File: config.mk
export PLATFORM = sky130hd
export DESIGN_NAME = xtrig_router
export DESIGN_NICKNAME = d
export VERILOG_FILES = /design/src/rtl/xtrig_router.sv
export SDC_FILE = /design/constraint.sdc
export NUM_CORES = 1
export LEC_CHECK = 0
export ABC_AREA = 1
export ABC_CLOCK_PERIOD_IN_PS = 1500
export CORE_AREA = 3 3 83 85
export CTS_BUF_LIST = sky130_fd_sc_hd__clkbuf_16
export DETAILED_ROUTE_END_ITERATION = 12
export DIE_AREA = 0 0 86 88
export HOLD_SLACK_MARGIN = 0.1
export PLACE_DENSITY_LB_ADDON = 0.08
export SLEW_MARGIN = 15
export SYNTH_ARGS = -nofsm -noshare
export SYNTH_HDL_FRONTEND = slang
export SYNTH_SLANG_ARGS = --single-unit
File: constraint.sdc
create_clock -name clk -period 1.5 [get_ports clk]
set_clock_uncertainty 0.1 [all_clocks]
set_input_delay 0.15 -clock clk [delete_from_list [all_inputs] [get_ports clk]]
set_output_delay 0.15 -clock clk [all_outputs]
set_load 0.01 [all_outputs]
File: src/rtl/xtrig_router.sv
module xtrig_router #(
  parameter int ACK_ADDR = 8,
  parameter int SWF_ADDR = 9
) (
  input  logic       clk,
  input  logic       rst_n,
  input  logic [7:0] trig_in,
  input  logic       restarted,
  input  logic       wr_en,
  input  logic [3:0] wr_addr,
  input  logic [7:0] wr_data,
  output logic [7:0] trig_out
);
  logic [7:0] mask_q [8];
  logic [7:0] prev_q;
  logic [6:0] out_q;
  logic       pend_q;
  logic [7:0] rise, fire, ack, swf;

  assign rise = trig_in & ~prev_q;
  assign ack  = (wr_en && wr_addr == 4'(ACK_ADDR)) ? wr_data : 8'h00;
  assign swf  = (wr_en && wr_addr == 4'(SWF_ADDR)) ? wr_data : 8'h00;

  for (genvar n = 0; n < 8; n++) begin : g_fire
    assign fire[n] = (|(rise & mask_q[n])) | swf[n];
  end

  always_ff @(posedge clk) begin
    if (!rst_n) begin
      prev_q <= '0;
      out_q  <= '0;
      pend_q <= 1'b0;
      for (int i = 0; i < 8; i++) mask_q[i] <= '0;
    end else begin
      prev_q     <= trig_in;
      out_q[2:0] <= fire[2:0] | (out_q[2:0] & ~ack[2:0]);
      out_q[6:3] <= fire[6:3];
      pend_q     <= fire[7] | (pend_q & ~(restarted & ~out_q[0]));
      if (wr_en && !wr_addr[3]) mask_q[wr_addr[2:0]] <= wr_data;
    end
  end

  assign trig_out = {pend_q & ~out_q[0], out_q};

  assert_reset_clear_R1: assert property (@(posedge clk) disable iff (!rst_n)
    $rose(rst_n) |-> trig_out == 8'h00);

  for (genvar s = 0; s < 3; s++) begin : g_sticky_chk
    assert_sticky_hold_R5: assert property (@(posedge clk) disable iff (!rst_n)
      trig_out[s] && !(wr_en && wr_addr == 4'(ACK_ADDR) && wr_data[s]) |=> trig_out[s]);
  end

  assert_restart_holdoff_R7: assert property (@(posedge clk) disable iff (!rst_n)
    trig_out[0] |-> !trig_out[7]);

  assert_restart_wait_R8: assert property (@(posedge clk) disable iff (!rst_n)
    pend_q && !restarted |=> pend_q);

  assert_restart_done_R8: assert property (@(posedge clk) disable iff (!rst_n)
    trig_out[7] && restarted && !fire[7] |=> !trig_out[7]);
endmodule

# Word-level counts from Yosys, hierarchy flattened
# Memories as Yosys holds them, arrays and structs flattened.
# Index checks and enable logic that the tools add are counted.
# word_totals
regBits,16
ramBits,64
inputBits,24
output_inout_bits,8
word_cells,55
n_memories,1
# memory_table
memory,words,width,read_ports,rd_clocked_by_memory_dff,write_ports,line,text
mask_q,8,8,8,0,8,14,logic [7:0] mask_q [8];
# classes
n_eq_ne,2
mux,9
n_bitwise,27
n_reduce_logical,13
# op_table
cell,count
AND 8 bit,9
OR reduction 8 bit,9
two-way mux 8 bit,2
OR 1 bit,9
"== test 4 bit, second input constant",2
inverter 8 bit,1
two-way mux 3 bit,2
two-way mux 1 bit,5
AND 1 bit,3
AND 3 bit,1
logical AND 1 bit,3
inverter 3 bit,1
OR 3 bit,1
inverter 1 bit,2
zero test 1 bit,1

# Longest topological paths before layout
# Gate-level depths: netlist (run 1).
# logic_depth
ltp_word,7
ltp_mapped,8
mapped_depth_nobuf,8

# Least setup slack after synthesis (run 1)
# OpenSTA, ideal clock, no wires.
# synth_timing
path_type,in2reg
from,input wr_addr[3]
to,"memory mask_q[2][0], enable pin"
setup_ns,0.329
arrival_time_ns,0.852
required_time_ns,1.071
slack_ns,0.219
path_stages,4
path_buffers,0
cell_sequence,nand3b_4 -> nor2_4 -> nand2_4 -> nand2_1
# synth_rtl
element,line,text
"start, declared",10,"input logic [3:0] wr_addr,"
"end, declared",14,

# Worst setup path after layout (run 1)
# layout_timing
from,register out_q[2]
to,output trig_out[2]
# layout_rtl
element,line,text
"start, declared",16,logic [6:0] out_q;
"start signal, assigned",36,out_q[2:0] <= fire[2:0] | (out_q[2:0] & ~ack[2:0]);
"end, declared",12,output logic [7:0] trig_out
# No word-level cell between the ends.

==> results of run 1 <==
## worst max path at each step
stage	startpoint	end	slack, ns	cells after the start
2_1_floorplan	wr_addr[3]	mask_q[2][0]$_SDFFCE_PN0P_	0.22	4
3_3_place_gp	rst_n	mask_q[3][4]$_SDFFCE_PN0P_	-0.24	6
3_5_place_dp	wr_addr[1]	mask_q[0][1]$_SDFFCE_PN0P_	-0.31	6
4_1_cts	out_q[0]$_SDFF_PN0_	trig_out[0]	0.02	1
5_1_grt	trig_in[1]	pend_q$_SDFF_PN0_	0.002	9
6_report	out_q[2]$_SDFF_PN0_	trig_out[2]	0.05	1
## metal layers
metal / global-route usage (%) / routed length (um) / up-vias
met5: 0 / 0 / -
li1: - / - / 1386
met3: 3.76 / 376 / 20
met1: 29.7 / 3620 / 1312
met4: 11.4 / 266 / 0
met2: 38.9 / 3900 / 74
## final cells by class
| cell class | count | area, um2 |
|---|---|---|
| Inverter | 46 | 173 |
| Clock buffer | 9 | 225 |
| Sequential cell | 80 | 2240 |
| Clock inverter | 7 | 87.6 |
| Tap cell | 77 | 96.3 |
| Fill cell | 453 | 1670 |
| Multi-Input combinational cell | 254 | 1110 |
| Timing Repair Buffer | 76 | 674 |
## through the flow
| step | cell area (um2) | util [%] |
|---|---|---|
| 6_report | 4610 | 73.4 |
| 3_3_place_gp | 4290 | 68.3 |
| 3_5_place_dp | 4290 | 68.3 |
| 5_1_grt | 4610 | 73.4 |
| 4_1_cts | 4600 | 73.3 |
| 2_1_floorplan | 3540 | - |
## flip-flops by register name, indices dropped and copies added (netlist names)
name and count:
pend_q 1, out_q 7, prev_q 8, mask_q 64
## cell families (layout without fill, tap and decap cells)
family	Yosys count	after routing	share of synthesized area, %
buf+inv	49	138	5.31
flops	80	80	63.4
simple gates	254	254	31.3
## cells in the mapped netlist
| library cell | count | area (um2) |
|---|---|---|
| buf_4 | 1 | 7.51 |
| clkbuf_1 | 2 | 7.51 |
| clkinv_1 | 3 | 11.3 |
| dfxtp_1 | 16 | 320 |
| edfxtp_1 | 64 | 1920 |
| inv_1 | 43 | 161 |
| nand2_1 | 96 | 360 |
| nand2_4 | 8 | 90.1 |
| nand3_1 | 39 | 195 |
| nand3b_4 | 1 | 20.0 |
| nand4_1 | 2 | 12.5 |
| nor2_1 | 105 | 394 |
| nor2_4 | 3 | 33.8 |
## what timing repair did
action | CTS | global route
gates resized for setup | 1 | 2
setup endpoints to repair | 1 | 17
hold endpoints to repair | 0 | 0
cloned | 0 | 0
## power by group through the flow
stage	Sequential, uW	Combinational, uW	Clock [uW]
floorplan	2610	254	0
global placement	2610	556	0
detailed placement	2610	566	0
CTS	2570	568	2300
global route	2580	625	2390
finish	2570	566	2280
==> results.cfg, run 1 <==
[pwr]
sequentialPowerShare_pct = 47.4
p_total_uw = 5410
p_int_uw = 4210
power_leakage_uw = 0.00219
power_density_nw_per_um2 = 1170
irDropWorstVdd_v = 0.000782
power_switching_uw = 1200
pwr-share-clk_pct = 42.1
pwr-share-comb_pct = 10.5
p_sw_share_pct = 22.1

[critical_path]
critical_path_class = reg2out
crit_family = buffers and inverters
crit_slowest_cell = clkdlybuf4s50_1
cp_cell_sequence = clkdlybuf4s50_1
reg2reg_to = pend_q$_SDFF_PN0_
worstSetupStartpointType = flip-flop
crit_path_end_kind = output pin
reg2reg_slack_ns = 0.13
timing.rr.start = prev_q[1]$_SDFF_PN0_
crit_fanout = 2
cp_data_arrival_time_ns = 1.20
critical-path-max-stage-delay_ns = 0.54
rr_worst_depth = 7
cp.required_ns = 1.25
crit_buf_inv = 1

[routing]
dr.pass1.iters = 5
drtAntennaViolNets = 0
drcViolationCount = 0
avgViaCountPerCell = 5.09
avgRoutedWirePerCell_um = 14.9
routed_wl_um = 8160
drtIter0Drc = 160
via_count = 2792

[sta]
rsz0062_at_grt = no
finalMaxSlewViolations = 0
relSlewSlack_pct = 62.8
fmax_mhz = 687
finalSetupViolCount = 0
fin_crit_ns = 1.45
worstMarginPinSlew_ns = 0.556
setup_ws_ns = 0.0452
post-route-period-util_pct = 97.0
final.setup.tns_ns = 0
hold_slack_ns = 0.407
final_hold_viol_count = 0

[clocking]
clk_pin_slew_worst_paths_ns = 0.06
clk_path_buf_depth = 2
root_buffer = clkbuf_16
cts_buffers = 9
postCtsSetupBuffers = 0
clock_latency_ns = 0.33
clkSinkCount = 80
htreeDepth = 3
cts_tree = yes
cts_hold_buf = 0

[hold_path]
holdPathStages = 4
hp-start = trig_in[6]
min_to = prev_q[6]$_SDFF_PN0_
min_path_type = in2reg

[synthesis]
yosysUniqueCellTypes = 13
syn_area_um2 = 3540
ys_ff_latch = 80
synth_nets = 407
yosysWarningCount = 0
synth_seq_area_share_pct = 63.4
synthCells = 383
synth.avg_cell_area_um2 = 9.23

[flow_run]
maxCapViolations = 0

[global_routing]
grt_pass1_wl_um = 12900
grt_max_degree = 22
grt_overflow = 0
antenna_found_initial = 0
track_usage_pct = 23.3
first_global_vias = 2635

[floorplan]
num_io_pins = 32
die_area_um2 = 7570
core_area_um2 = 6280
initial_core_util_pct = 56.3
std_cell_rows = 29
die_x_um = 86
fp.dieH_um = 88

[placement]
dp.cells = 533
dp_hpwl_um = 5870
gp_congestion = 0.857
preCtsSetupSlack_ns = -0.309
portBuffers = 31

[finish]
fin_nets = 491
final_cell_mix = nor2_1 (104), nand2_1 (96), edfxtp_1 (64)
layout_commonest_cell = nor2_1
final_cell_count_no_fill = 549
drive_gt1_share_pct = 15.0
area.growth.synth_to_final_pct = 30.3
antenna_cells = 0

[status]
status = finished, final reports clean
No activity file was read; power rests on OpenSTA's default activity.
==> run 2, diff against run 1 <==
--- a/config.mk
+++ b/config.mk
@@ -13,6 +13,7 @@
 export DIE_AREA = 0 0 86 88
 export HOLD_SLACK_MARGIN = 0.1
 export PLACE_DENSITY_LB_ADDON = 0.08
+export SKIP_CTS_REPAIR_TIMING = 1
 export SLEW_MARGIN = 15
 export SYNTH_ARGS = -nofsm -noshare
 export SYNTH_HDL_FRONTEND = slang
==> constraint.sdc (replaced) <==
create_clock -name clk -period 1.5 [get_ports clk]
set_clock_uncertainty 0.1 [all_clocks]
set_input_delay 0.15 -clock clk [delete_from_list [all_inputs] [get_ports clk]]
set_output_delay 0.15 -clock clk [all_outputs]
set_load 0.1 [all_outputs]
==> run 2 against run 1 <==
Against the previous run: flip-flop and latch count did not move; critical endpoint is now mask_q[4][1]$_SDFFCE_PN0P_; maximum frequency rose by 0.83%; first-iteration DRC count rose by 1.9%; total power rose by 4.5%; critical path type is now in2reg; wire length rose by 2.3%.
==> results.cfg, run 2 (synthesized netlist as in run 1, its figures left out) <==
[clocking]
root_buffer = clkbuf_16
clk_pin_slew_worst_paths_ns = 0.06
cts_buffers = 9
clk_path_buf_depth = 2
cts_tree = yes
clock_latency_ns = 0.33
htreeDepth = 3
clkSinkCount = 80

[finish]
layout_commonest_cell = nor2_1
postLayoutCellArea_um2 = 4700
largest-register = mask_q
area.growth.synth_to_final_pct = 32.9
largest_reg_flops = 64
final_cell_mix = nor2_1 (102), nand2_1 (96), edfxtp_1 (64)
fin_nets = 492
reg_top3 = mask_q: 64 flops, prev_q: 8 flops, out_q: 7 flops
antenna_cells = 0
drive_gt1_share_pct = 18.0

[global_routing]
track_usage_pct = 25.1
grt_overflow = 0
first_global_vias = 2750
grt_pass1_wl_um = 13700
antenna_found_initial = 0
grt_max_degree = 22

[critical_path]
reg2reg_to = pend_q$_SDFF_PN0_
timing.rr.start = prev_q[2]$_SDFF_PN0_
cp.required_ns = 1.45
startpoint = wr_en
crit_fanout = 4
worstSetupStartpointType = input port
reg2reg_slack_ns = 0.22
crit_path_end_kind = flip-flop
cp_data_arrival_time_ns = 1.39
rr_worst_depth = 7
critical_path_class = in2reg

[placement]
portBuffers = 31
place_area_um2 = 4370
gp_congestion = 0.855
dp_hpwl_um = 5860
preCtsSetupSlack_ns = -0.307

[pwr]
power_density_nw_per_um2 = 1200
power_switching_uw = 1380
p_sw_share_pct = 24.4
irDropWorstVdd_v = 0.000877
pwr-share-clk_pct = 41.2
sequentialPowerShare_pct = 45.6
p_int_uw = 4270
power_leakage_uw = 0.00222
pwr-share-comb_pct = 13.2

[sta]
final.setup.tns_ns = 0
relSlewSlack_pct = 68.1
final_hold_viol_count = 0
setup_ws_ns = 0.0572
worstMarginPinSlew_ns = 0.477
finalSetupViolCount = 0
hold_slack_ns = 0.408
fin_crit_ns = 1.44
rsz0062_at_grt = no
post-route-period-util_pct = 96.2
fmax_mhz = 693
finalMaxSlewViolations = 0

[hold_path]
holdPathStages = 4
min_to = prev_q[6]$_SDFF_PN0_
min_path_type = in2reg
hp-start = trig_in[6]

[routing]
drtAntennaViolNets = 0
met1_length_um = 3470
top_layer_used = met4
routed-wl-met2_um = 4050
routed_wl_um = 8350
route.met3.wl_um = 581
avgViaCountPerCell = 5.02
via_count = 2763
dr.pass1.iters = 4
drtIter0Drc = 163
drcViolationCount = 0
avgRoutedWirePerCell_um = 15.2

[floorplan]
die_area_um2 = 7570
initial_core_util_pct = 56.3
num_io_pins = 32
std_cell_rows = 29
fp.dieH_um = 88
core_area_um2 = 6280
die_x_um = 86

[status]
status = finished, final reports clean

[flow_run]
maxCapViolations = 0
-- run 2: through the flow --
| step | util [%] | total power [uW] | cells |
|---|---|---|---|
| 2_1_floorplan | - | 3000 | 383 |
| 3_3_place_gp | 69.7 | 3350 | 534 |
| 3_5_place_dp | 69.7 | 3370 | 534 |
| 4_1_cts | 74.8 | 5680 | 550 |
| 5_1_grt | 74.9 | 5840 | 550 |
| 6_report | 74.9 | 5650 | 550 |
-- run 2: worst max path at each step --
stage	end	slack [ns]	depth (start not counted)
floorplan	out_q[1]$_SDFF_PN0_	0.1	4
global placement	mask_q[2][7]$_SDFFCE_PN0P_	-0.26	6
global route	mask_q[0][3]$_SDFFCE_PN0P_	0.002	6
CTS	mask_q[0][2]$_SDFFCE_PN0P_	0.04	6
finish	mask_q[4][1]$_SDFFCE_PN0P_	0.06	6
detailed placement	mask_q[0][2]$_SDFFCE_PN0P_	-0.31	6
-- run 2: layout make-up --
| cell class | count | area, um2 |
|---|---|---|
| clock buffers | 9 | 225 |
| clock inverters | 7 | 96.3 |
| fillers | 454 | 1580 |
| inverters | 46 | 173 |
| multi-input cells | 254 | 1120 |
| flip-flops and latches | 80 | 2240 |
| well taps | 77 | 96.3 |
| repair buffers | 77 | 748 |
-- run 2: worst max-delay path, stage by stage --
cell	delay (ns)
clkdlybuf4s50_1	0.54
nand3b_4	0.12
nor2_4	0.24
nand2_4	0.07
nand2_1	0.11
buf_4	0.15
-- run 2: power by group through the flow --
stage	sequential, uW	clock, uW	combinational, uW
after floorplan	2730	0	273
after global placement	2620	0	732
after detailed placement	2620	0	743
after CTS	2580	2350	750
after global routing	2590	2440	816
final	2580	2330	747
-- run 2: layer usage --
layer	up-vias	global-route usage [%]
met1	1253	33.0
met2	93	40.2
li1	1392	-
met3	25	4.52
met4	0	12.4
met5	-	0
